## config.mk

```make
export PLATFORM = sky130hd
export DESIGN_NAME = dac_dbuf_bank
export DESIGN_NICKNAME = d
export VERILOG_FILES = /design/src/rtl/dac_bank_pkg.sv /design/src/rtl/ldac_edge_fsm.sv /design/src/rtl/dac_stage_regs.sv /design/src/rtl/dac_active_regs.sv /design/src/rtl/dac_dbuf_bank.sv
export SDC_FILE = /design/constraint.sdc
export NUM_CORES = 1
export LEC_CHECK = 0
export ABC_AREA = 1
export BUFFER_PORTS_ARGS = -buffer_cell sky130_fd_sc_hd__buf_2
export CAP_MARGIN = 20
export CORE_ASPECT_RATIO = 0.8
export CORE_UTILIZATION = 29
export DETAILED_ROUTE_END_ITERATION = 6
export HOLD_SLACK_MARGIN = 0.08
export PLACE_DENSITY = 0.58
export SLEW_MARGIN = 5
export SYNTH_ARGS = -nofsm -noshare
export SYNTH_HDL_FRONTEND = slang
export SYNTH_SLANG_ARGS = --single-unit
```

## constraint.sdc

```tcl
create_clock -name clk -period 1.8 [get_ports clk]
set_input_delay 0.09 -clock clk [delete_from_list [all_inputs] [get_ports clk]]
set_output_delay 0.09 -clock clk [all_outputs]
set_load 0.005 [all_outputs]
```

## src/rtl/dac_bank_pkg.sv

```systemverilog
package dac_bank_pkg;
    localparam int NUM_CH = 4;
    localparam logic [7:0] ADDR_CODE_BASE = 8'h10;
    localparam logic [7:0] ADDR_MODE      = 8'h1A;
    localparam logic [7:0] ADDR_GAIN      = 8'h1B;
    localparam logic [7:0] ADDR_LOAD      = 8'h1C;
    localparam int MODE_SW_BIT = 3;
    localparam int LOAD_BIT    = 0;

    typedef enum logic [1:0] {
        ST_WAIT_HIGH = 2'd0,
        ST_ARMED     = 2'd1,
        ST_FIRE      = 2'd2
    } ldac_state_e;
endpackage

```

## src/rtl/ldac_edge_fsm.sv

```systemverilog
module ldac_edge_fsm
    import dac_bank_pkg::*;
(
    input  logic clk,
    input  logic rst_n,
    input  logic ldac_n_i,
    input  logic sw_mode_i,
    output logic pin_fire_o
);
    logic        sync1_q, sync2_q;
    ldac_state_e state_q, state_d;

    // Two-flop synchroniser; resets low so a pin must be seen high first
    always_ff @(posedge clk or negedge rst_n) begin
        if (!rst_n) begin
            sync1_q <= 1'b0;
            sync2_q <= 1'b0;
        end else begin
            sync1_q <= ldac_n_i;
            sync2_q <= sync1_q;
        end
    end

    always_comb begin
        state_d = state_q;
        unique case (state_q)
            ST_WAIT_HIGH: if (sync2_q) state_d = ST_ARMED;
            ST_ARMED:     if (!sync2_q) state_d = sw_mode_i ? ST_WAIT_HIGH : ST_FIRE;
            ST_FIRE:      state_d = ST_WAIT_HIGH;
            default:      state_d = ST_WAIT_HIGH;
        endcase
    end

    always_ff @(posedge clk or negedge rst_n) begin
        if (!rst_n) state_q <= ST_WAIT_HIGH;
        else        state_q <= state_d;
    end

    always_comb begin
        pin_fire_o = (state_q == ST_FIRE);
    end
endmodule

```

## src/rtl/dac_stage_regs.sv

```systemverilog
module dac_stage_regs
    import dac_bank_pkg::*;
#(
    parameter int RES = 12,
    parameter int NCH = NUM_CH
) (
    input  logic               clk,
    input  logic               rst_n,
    input  logic               bus_we_i,
    input  logic [7:0]         bus_addr_i,
    input  logic [7:0]         bus_wdata_i,
    output logic [7:0]         bus_rdata_o,
    output logic [NCH*RES-1:0] staged_o,
    output logic               sw_mode_o,
    output logic [NCH-1:0]     gain_o,
    output logic               sw_fire_o
);
    localparam int         PAD      = 16 - RES;
    localparam logic [7:0] LSB_MASK = 8'((16'hFF << PAD) & 16'hFF);

    logic [7:0] lo_q [NCH];
    logic [7:0] hi_q [NCH];

    for (genvar g = 0; g < NCH; g++) begin : g_ch
        localparam logic [7:0] A_LO = 8'(int'(ADDR_CODE_BASE) + 2 * g);
        localparam logic [7:0] A_HI = 8'(int'(ADDR_CODE_BASE) + 2 * g + 1);
        logic [15:0] word;

        always_ff @(posedge clk or negedge rst_n) begin
            if (!rst_n) begin
                lo_q[g] <= '0;
                hi_q[g] <= '0;
            end else if (bus_we_i) begin
                if (bus_addr_i == A_LO) lo_q[g] <= bus_wdata_i & LSB_MASK;
                if (bus_addr_i == A_HI) hi_q[g] <= bus_wdata_i;
            end
        end

        assign word = {hi_q[g], lo_q[g]};
        assign staged_o[g*RES +: RES] = word[15 -: RES];
    end

    always_ff @(posedge clk or negedge rst_n) begin
        if (!rst_n) begin
            sw_mode_o <= 1'b0;
            gain_o    <= '0;
            sw_fire_o <= 1'b0;
        end else begin
            sw_fire_o <= bus_we_i && (bus_addr_i == ADDR_LOAD)
                         && bus_wdata_i[LOAD_BIT] && sw_mode_o;
            if (bus_we_i && bus_addr_i == ADDR_MODE) sw_mode_o <= bus_wdata_i[MODE_SW_BIT];
            if (bus_we_i && bus_addr_i == ADDR_GAIN) gain_o    <= bus_wdata_i[NCH-1:0];
        end
    end

    always_comb begin
        bus_rdata_o = '0;
        for (int c = 0; c < NCH; c++) begin
            if (bus_addr_i == 8'(int'(ADDR_CODE_BASE) + 2 * c))     bus_rdata_o = lo_q[c];
            if (bus_addr_i == 8'(int'(ADDR_CODE_BASE) + 2 * c + 1)) bus_rdata_o = hi_q[c];
        end
        if (bus_addr_i == ADDR_MODE) bus_rdata_o[MODE_SW_BIT] = sw_mode_o;
        if (bus_addr_i == ADDR_GAIN) bus_rdata_o[NCH-1:0]     = gain_o;
    end
endmodule

```

## src/rtl/dac_active_regs.sv

```systemverilog
module dac_active_regs #(
    parameter int RES = 12,
    parameter int NCH = 4
) (
    input  logic               clk,
    input  logic               rst_n,
    input  logic               load_i,
    input  logic [NCH*RES-1:0] staged_i,
    output logic [NCH*RES-1:0] code_o
);
    for (genvar g = 0; g < NCH; g++) begin : g_act
        always_ff @(posedge clk or negedge rst_n) begin
            if (!rst_n)      code_o[g*RES +: RES] <= '0;
            else if (load_i) code_o[g*RES +: RES] <= staged_i[g*RES +: RES];
        end
    end
endmodule

```

## src/rtl/dac_dbuf_bank.sv

```systemverilog
module dac_dbuf_bank
    import dac_bank_pkg::*;
#(
    parameter int RES = 12
) (
    input  logic                  clk,
    input  logic                  rst_n,
    input  logic                  ldac_n_i,
    input  logic                  bus_we_i,
    input  logic [7:0]            bus_addr_i,
    input  logic [7:0]            bus_wdata_i,
    output logic [7:0]            bus_rdata_o,
    output logic [NUM_CH*RES-1:0] dac_code_o,
    output logic [NUM_CH-1:0]     gain_sel_o
);
    localparam int NCH = NUM_CH;

    logic [NCH*RES-1:0] staged_w;
    logic               sw_mode_w;
    logic               sw_fire_w;
    logic               pin_fire_w;
    logic               xfer_w;

    dac_stage_regs #(.RES(RES), .NCH(NCH)) u_stage (
        .clk         (clk),
        .rst_n       (rst_n),
        .bus_we_i    (bus_we_i),
        .bus_addr_i  (bus_addr_i),
        .bus_wdata_i (bus_wdata_i),
        .bus_rdata_o (bus_rdata_o),
        .staged_o    (staged_w),
        .sw_mode_o   (sw_mode_w),
        .gain_o      (gain_sel_o),
        .sw_fire_o   (sw_fire_w)
    );

    ldac_edge_fsm u_edge (
        .clk        (clk),
        .rst_n      (rst_n),
        .ldac_n_i   (ldac_n_i),
        .sw_mode_i  (sw_mode_w),
        .pin_fire_o (pin_fire_w)
    );

    assign xfer_w = pin_fire_w | sw_fire_w;

    dac_active_regs #(.RES(RES), .NCH(NCH)) u_active (
        .clk      (clk),
        .rst_n    (rst_n),
        .load_i   (xfer_w),
        .staged_i (staged_w),
        .code_o   (dac_code_o)
    );
endmodule

```

=== Word level (Yosys, flattened, before mapping) ===
Index checks and enable logic that the tools add are counted.

* Logic and storage cells: 63
* Register bits: 106

* Eq/ne operators: 15
* Bitwise gates (word level): 1
* Reductions and logical operators: 15
* Muxes and demuxes: 14

{| class="wikitable"
|+ Operator list
! kind !! count
|-
| $eq A8 B5 Y1 const B || 11
|-
| $mux W8 || 8
|-
| $reduce_and A2 Y1 || 9
|-
| $mux W2 || 3
|-
| $logic_and A1 B1 Y1 || 5
|-
| $mux W4 || 1
|-
| $pmux W2 S2 || 1
|-
| $eq A2 B1 Y1 const B || 1
|-
| $eq A2 B2 Y1 const B || 1
|-
| $logic_not A2 Y1 || 1
|-
| $ne A2 B1 Y1 const B || 1
|-
| $ne A2 B2 Y1 const B || 1
|-
| $mux W1 || 1
|-
| $or A1 B1 Y1 || 1
|}

=== Logic depth before layout (Yosys ltp) ===
Gate-level depths: netlist of the first run.

* Word-level depth: 11
* Mapped depth: 11

=== By module ===
Synthesis of the first run repeated with hierarchy kept, for this count alone.

* Cells, all modules: 537
* Area, all modules: 4,571.9 um^2

{| class="wikitable"
|+ By module, submodules not included
! module !! times used !! sequential area each (um^2) !! cells an instance !! area each (um^2)
|-
| dac_stage_regs || 1 || 1,351.3 || 319 || 2,620.0
|-
| dac_active_regs || 1 || 1,201.2 || 203 || 1,805.5
|-
| ldac_edge_fsm || 1 || 100.1 || 12 || 135.1
|-
| dac_dbuf_bank || 1 || 0.0 || 3 || 11.3
|}

=== Worst setup path after synthesis of the first run ===
No wires, ideal clock.

* Kind: register to register
* Start point: register u_edge.state_q[0]
* End point: register u_active.code_o[10]
* Required time: 1,675 ps
* Stages on the path, launching flop included: 6
* Setup slack: 503 ps
* Arrival: 1,173 ps
* Clock period less this slack: 1,297 ps
* Cells stage by stage: dfrtp_1 inv_1 nand2_1 nand2_1 buf_2 mux2_2

* Word-level cells in the longest chain between the ends: 2

{| class="wikitable"
|+ RTL lines
! item !! line !! source
|-
| start, declared || ldac_edge_fsm.sv:11 || <nowiki>ldac_state_e state_q, state_d;</nowiki>
|-
| start signal, assigned || ldac_edge_fsm.sv:36 || <nowiki>else state_q <= state_d;</nowiki>
|-
| $eq A2 B2 Y1 || ldac_edge_fsm.sv:40 || <nowiki>pin_fire_o = (state_q == ST_FIRE);</nowiki>
|-
| $or A1 B1 Y1 || dac_dbuf_bank.sv:45 || <nowiki>assign xfer_w = pin_fire_w | sw_fire_w;</nowiki>
|-
| end signal, assigned by index || dac_active_regs.sv:14 || <nowiki>else if (load_i) code_o[g*RES +: RES] <= staged_i[g*RES +: RES];</nowiki>
|-
| end, declared || dac_active_regs.sv:9 || <nowiki>output logic [NCH*RES-1:0] code_o</nowiki>
|}

Every way passes these cells.
A chain may end at the register's enable or synchronous reset.

=== Final worst setup path of the first run ===
* Start point: input port bus_addr_i[5]
* End point: output port bus_rdata_o[4]

* Word-level cells in the longest chain between the ends: 9
* Elaborated cells between the ends (all ways): 16
* Those cells by class: 8 x eq/ne; 8 x mux

{| class="wikitable"
|+ RTL lines
! item !! line !! source
|-
| start, declared || dac_dbuf_bank.sv:10 || <nowiki>input logic [7:0] bus_addr_i,</nowiki>
|-
| $eq A8 B5 Y1 || dac_stage_regs.sv:59 || <nowiki>if (bus_addr_i == 8'(int'(ADDR_CODE_BASE) + 2 * c)) bus_rdata_o = lo_q[c];</nowiki>
|-
| $mux W8 || dac_stage_regs.sv:59 ||
|-
| $mux W8 || dac_stage_regs.sv:60 || <nowiki>if (bus_addr_i == 8'(int'(ADDR_CODE_BASE) + 2 * c + 1)) bus_rdata_o = hi_q[c];</nowiki>
|-
| $mux W8 || dac_stage_regs.sv:59 ||
|-
| $mux W8 || dac_stage_regs.sv:60 ||
|-
| $mux W8 || dac_stage_regs.sv:59 ||
|-
| $mux W8 || dac_stage_regs.sv:60 ||
|-
| $mux W8 || dac_stage_regs.sv:59 ||
|-
| $mux W8 (*) || dac_stage_regs.sv:60 ||
|-
| end, declared || dac_dbuf_bank.sv:12 || <nowiki>output logic [7:0] bus_rdata_o,</nowiki>
|}

Every way passes the cells marked *; elsewhere a longest branch is shown, timed or not.

==> metrics.md, run 1 <==
| Metric | Value |
|---|---|
| Status | completed |
| Yosys warnings | 0 |
| Die ar. | 16000 sq um |
| CP peak stage delay | 0.28 ns |
| Critical Path AT | 1.48 ns |
| Reg clk slew, reported paths | 0.07 ns |
| Max Transition Viols Final | 0 |
| Post-layout min period | 1.57 ns |
| Critical Path, Cell by Cell | buf_2, inv_1, nand2_1, nor2_2, nand2_2, nor2_4, inv_2, or2_0, nand2_1, nand3_1, buf_2 |
| Port bufs | 79 |
| Drt drc | 0 |
| Hold crit path type | primary input to flop |
| Clock tree from TritonCTS | built |
| Antenna violations before repair | 0 |
| Clock tree root driver cell | clkbuf_16 |
| R2R setup slack | 0.36 ns |
| Peak supply drop | 0.479 mV |
| Die Wd | 141 microns |
| Pre-CTS WS | 0.201 ns |
| CTS sink cnt | 106 |
| Slew @ Worst Pin | 0.473 ns |
| DP HPWL | 8.18 mm |
| Setup_tns | 0 ns |
| Worst setup SP type | primary input |
| Hold_sp | bus_wdata_i[2] |
| PwrDens | 910 nW/um^2 |
| Mean post-synth cell area | 10.5 sq um |
| Seq/Total Area, Yosys | 0.591 |
| Final Setup Violations | 0 |
| Area Overhead vs Synth | 23.5% |
| Post-synthesis cell area | 4490 sq um |
| Buf/Inv on CP | 4 |
| Post-CTS Setup Bufs | 0 |
| Antenna viol nets, final | 0 |
| WL/cell | 14.6 microns |
| Final WS setup | 0.226 ns |
| Period utilization | 0.874 |
| Fraction of layout cells with a size suffix above 1 | 0.337 |
| Worst Path Max Fanout | 7 |
| Max Clk Rate | 0.635 GHz |
| Synth unique cells | 28 |
| RR Endpoint | u_active.code_o[20] |
| Hold_buf cts | 6 |
| H-tree lvl count | 3 |
| Max Cap Viol | 0 |
| Top Ports | 80 |
| Critical path's top delay family | simple AND/OR/NAND/NOR gates |
| R2R depth | 5 |
| Inserted Diodes | 0 |
| Final Hold Violating Endpoints | 0 |
| Slew HR | 0.682 |
| Drt pass-1 iters | 5 |
| WP data required | 1.71 ns |
| Synth area leader | dfrtp_1 |
| Vias per inst | 4.51 |
| DRT iter0 DRCs | 223 |
| Final wirelength | 10.7 mm |
| First-pass GRT wire length | 18.2 mm |
| Placed cells | 714 |
| GP Congestion | 0.817 |
| Largest net degree at the start of global routing | 41 |
| Total Routing Usage GR | 0.148 |
| Post-CTS Resized | 0 |
| Crit Reg-Reg Startpoint | u_edge.state_q[0] |
| Final net count | 541 |
| Hold Path Depth | 3 |
| Worst setup path class | primary input to output pin |
| Clock Path Buffers | 2 |
| Post-Syn Instances | 429 |
| Crit end category | output pin |
| Total gr overflow | 0 |
| Total CTS buffers | 9 |
| Core Box Area | 15100 sq um |
| Ranking of synthesized cells by area | dfrtp_1 (59%), mux2_2 (11%), nand2_1 (8.9%) |
| Skew final | 0.00726 ns |
| Syn_nets | 449 |
| Seq cells post-synth | 106 |
| Cell leakage power | 2.84 nW |
| Worst Hold Endpoint | u_stage.staged_o[6] |
| Site row count | 40 |
| Share of the synthesized area in the top cell type | 0.591 |
| Vias in the first global route | 3420 |
| Chip Height | 113 microns |
| Via count | 3315 |
| Initial Util | 0.298 |
| Clk Latency, worst-skew pair | 0.35 ns |
| RSZ-0062 raised after global routing | false |
| Fin cells | 735 |
| Critical-path top delay cell | nor2_2 |
-- registers in the layout, summed over array words and instances (netlist names) --
register	cells
u_stage.staged_o	48
u_edge.sync2_q	1
u_stage.gain_o	4
u_edge.sync1_q	1
u_edge.state_q	2
u_active.code_o	48
u_stage.sw_mode_o	1
u_stage.sw_fire_o	1
-- worst max path at each step --
stage / start / endpoint / slack, ns / depth (start not counted)
2_1_floorplan: u_edge.state_q[0] / u_active.code_o[10] / 0.50 / 5
3_3_place_gp: bus_addr_i[5] / bus_rdata_o[5] / 0.27 / 11
3_5_place_dp: bus_addr_i[5] / bus_rdata_o[4] / 0.20 / 11
4_1_cts: bus_addr_i[5] / bus_rdata_o[4] / 0.20 / 11
5_1_grt: bus_addr_i[5] / bus_rdata_o[5] / 0.09 / 11
6_report: bus_addr_i[5] / bus_rdata_o[4] / 0.23 / 11
-- cell usage after synthesis, drive strengths merged --
| master | number |
|---|---|
| nand2 | 113 |
| dfrtp | 106 |
| o21ai | 54 |
| mux2 | 43 |
| inv | 31 |
| nor2 | 25 |
| nand3 | 21 |
| buf | 11 |
| a21oi | 8 |
| o2111ai | 4 |
| or2 | 4 |
| nand4 | 3 |
| nor4 | 3 |
| clkbuf | 1 |
| nor3 | 1 |
| o211ai | 1 |
-- per-layer routing --
metal  vias up  global-route usage  wire length, microns
li1       1607                   -                     -
met1      1596               0.203                  5220
met2       100               0.231                  4780
met3        12              0.0377                   576
met4         0              0.0435                   137
met5         -                   0                     0
-- final cells by class --
type | instances | area [sq um]
fillers | 1522 | 9520
flip-flops and latches | 106 | 2650
multi-input cells | 280 | 1640
repair buffers | 93 | 543
well taps | 210 | 263
clock buffers | 11 | 253
inverters | 31 | 116
clock inverters | 4 | 75.1
-- through the flow --
stage | utilization | instance area (sq um) | total power, W | hold WS (ns)
after floorplan | - | 4490 | 0.00276 | -0.206
after global placement | 0.342 | 5160 | 0.00295 | 0.0491
after detailed placement | 0.342 | 5160 | 0.00297 | 0.0661
after CTS | 0.368 | 5550 | 0.00510 | 0.0918
after global routing | 0.368 | 5550 | 0.00523 | 0.111
final | 0.368 | 5550 | 0.00505 | 0.101
-- report_power, final --
group          total (W)  internal (W)  switching, W
Combinational   0.000350      0.000143      0.000207
Clock            0.00212       0.00129      0.000835
Sequential       0.00257       0.00249     0.0000796
Total            0.00505       0.00392       0.00112
-- cells in the final DEF, fill, tap and decap left out, types with 6 or more instances in the layout --
master	instances
inv_1	24
nand2_2	6
nand2_1	105
o21ai_1	31
dlygate4sd3_1	6
clkbuf_16	9
nor2_1	20
a21oi_1	8
nand3_1	19
mux2_2	43
dfrtp_1	106
o21ai_0	15
buf_4	7
inv_2	7
o21ai_2	8
buf_2	78
-- cell families after synthesis --
family / Yosys count / share of synthesized area
and+or+nand+nor: 170 / 0.172
DFF: 106 / 0.591
buffers and inverters: 43 / 0.0443
muxes: 43 / 0.108
AOI/OAI and AO/OA: 67 / 0.0852
-- worst min-delay path: cells and delay by family --
kind	cells	cell delay [ns]
AO/OA/AOI/OAI	1	0.14
buffers and inverters	2	0.19
No activity file was read; power rests on OpenSTA's default activity.
==> run 2, diff against run 1 <==
ABC_AREA = unset   (was 1)
==> run 2 against run 1 <==
  * Sequential share of layout area decreased by 1.0 points
  * Highest routed layer unchanged
  * Sequential power increased by 2%
  * Clock skew increased by 0.0020 ns
  * Final cell count decreased by 18%
  * Largest cell class unchanged
==> metrics.md, run 2 <==
| Metric | Value |
|---|---|
| Status | completed |
| Final wirelength | 10.5 mm |
| Cell leakage power | 2.90 nW |
| Total CTS buffers | 9 |
| Slew @ Worst Pin | 0.625 ns |
| Via count | 2841 |
| Antenna viol nets, final | 0 |
| # fillers | 1488 |
| PwrDens | 877 nW/um^2 |
| Area after DPL | 5300 sq um |
| Port bufs | 79 |
| Skew final | 0.00921 ns |
| Drt drc | 0 |
| Worst Path Max Fanout | 3 |
| Post-layout min period | 1.74 ns |
| Final Cell Area | 5670 sq um |
| CTS sink cnt | 106 |
| Routing usage on met3 | 0.0390 |
| Post-Syn Instances | 289 |
| Post-synthesis cell area | 4520 sq um |
| Synth unique cells | 31 |
| Fraction of layout cells with a size suffix above 1 | 0.589 |
| H-tree lvl count | 3 |
| Clock tree from TritonCTS | built |
| Busiest grt layer | met2 |
| Post-synth EDFFs | 0 |
| Die ar. | 16100 sq um |
| Core Box Area | 15100 sq um |
| Largest net degree at the start of global routing | 107 |
| M1 GR Usage | 0.197 |
| Mean post-synth cell area | 15.6 sq um |
| Peak supply drop | 0.377 mV |
| Hold Path Depth | 2 |
| Crit end category | output pin |
| Sequential Area | 2650 sq um |
| First-pass GRT wire length | 16.9 mm |
| Worst setup SP type | flop |
| Critical Path AT | 1.65 ns |
| Max Cap Viol | 0 |
| Period utilization | 0.965 |
| Count leader, synth | dfrtp_1 |
| Worst setup path class | flop to output pin |
| Final Hold Violating Endpoints | 0 |
| Clk Latency, worst-skew pair | 0.35 ns |
| Die Wd | 142 microns |
| Total Routing Usage GR | 0.140 |
| Vias in the first global route | 2911 |
| Yosys warnings | 0 |
| Final WS setup | 0.0631 ns |
| WL/cell | 17.4 microns |
| Ranking of synthesized cells by area | dfrtp_1 (59%), mux2_2 (25%), mux4_2 (4.5%) |
| Commonest cells after routing, fill and taps aside | dfrtp_1 (106), mux2_2 (101), buf_2 (78) |
| Most frequent cells after synthesis | dfrtp_1 (106), mux2_2 (101), clkbuf_1 (10), mux4_2 (9), nor3_1 (7) |
| Final Setup Violations | 0 |
| Setup_tns | 0 ns |
| Area Overhead vs Synth | 25.4% |
| WP data required | 1.71 ns |
| Seq cells post-synth | 106 |
| Vias per inst | 4.70 |
| Pre-CTS WS | 0.0251 ns |
| Inserted Diodes | 0 |
| R2R depth | 3 |
| Share of the synthesized area in the top cell type | 0.587 |
| Seq/Total Area, Yosys | 0.587 |
| Drt pass-1 iters | 4 |
| Max Transition Viols Final | 0 |
| RSZ-0062 raised after global routing | false |
| Site row count | 40 |
| Final net count | 409 |
| Clock tree root driver cell | clkbuf_16 |
| Synth area leader | dfrtp_1 |
| Hold crit path type | primary input to flop |
| Antenna violations before repair | 0 |
| Syn_nets | 309 |
| Multi-input gate area | 1810 sq um |
| GP Congestion | 0.852 |
| Util after Layout | 0.375 |
| Ys flop type | dfrtp_1 |
| Clock Path Buffers | 2 |
| Most common cell after layout, fill and taps aside | dfrtp_1 |
| Max Clk Rate | 0.576 GHz |
| DRT iter0 DRCs | 102 |
| Total gr overflow | 0 |
| Top Ports | 80 |
| Slew HR | 0.583 |
| Asr flop ratio synth | 1.00 |
| Reg clk slew, reported paths | 0.07 ns |
| Chip Height | 114 microns |
| DP HPWL | 7.53 mm |
| Initial Util | 0.299 |
| Met2 GRT Util | 0.209 |
## run 2: changes by cell type after synthesis, moves of 15 or more
cell     change
nor2_1      -19
mux2_2      +58
nand3_1     -17
o21ai_1     -31
o21ai_0     -15
inv_1       -21
nand2_1    -104
## run 2: path summary, 6_finish.rpt
path / startpoint / endpoint / slack (ns)
min in group asynchronous: rst_n / u_active.code_o[5] / 0.31
max in group asynchronous: rst_n / u_stage.sw_mode_o / 0.98
min: bus_wdata_i[3] / u_stage.staged_o[43] / 0.09
max reg2reg: u_edge.state_q[1] / u_active.code_o[28] / 0.38
min reg2reg: u_edge.sync1_q / u_edge.sync2_q / 0.36
max: u_stage.staged_o[39] / bus_rdata_o[7] / 0.06
## run 2: cells by family (layout without fill, tap and decap cells)
kind of cell           count (synthesis)  count (layout)  synth area share
multiplexers                         113             113             0.303
flip-flops                           106             106             0.587
AND/OR/NAND/NOR                       38              38            0.0673
buffers and inverters                 18             123            0.0188
AO/OA/AOI/OAI                         14              14            0.0241
## run 2: cell type report
cell class                 instances  area share
timing repair buffer             104       0.115
inverter                           3     0.00199
multi-input combinational        165       0.318
sequential                       106       0.468
clock inverter                     6     0.00839
clock buffer                      10      0.0422
tap                              210      0.0463
## run 2: power by group
part / switching [W] / internal (W)
Combinational: 0.000232 / 0.000251
Sequential: 0.0000918 / 0.00252
Clock: 0.000893 / 0.000989
Total: 0.00122 / 0.00376
## run 2: critical path, stage by stage, from the launching register on
cell	delay, ns
dfrtp_1	0.41
mux4_2	0.49
a22o_1	0.27
buf_2	0.13
## run 2: per-stage QoR
stage,power (W),hold WS (ns),instances
2_1_floorplan,0.00287,-0.206,289
3_3_place_gp,0.00312,0.201,580
3_5_place_dp,0.00314,0.199,580
4_1_cts,0.00506,0.0904,602
5_1_grt,0.00520,0.0879,604
6_report,0.00497,0.0945,604
## run 2: what timing repair did
action	4_1_cts	5_1_grt
endpoints found under the hold margin	117	0
hold buffers	6	0
resized for setup	0	1
buffers inserted	0	2
setup endpoints to repair	0	6
## run 2: routing by layer
metal  wire length [microns]  share of wire  vias up
met1                    5040           0.48     1484
met5                       0              0        -
met3                     450          0.043       14
met4                     167          0.016        0
met2                    4840           0.46       62
li1                        -              -     1281
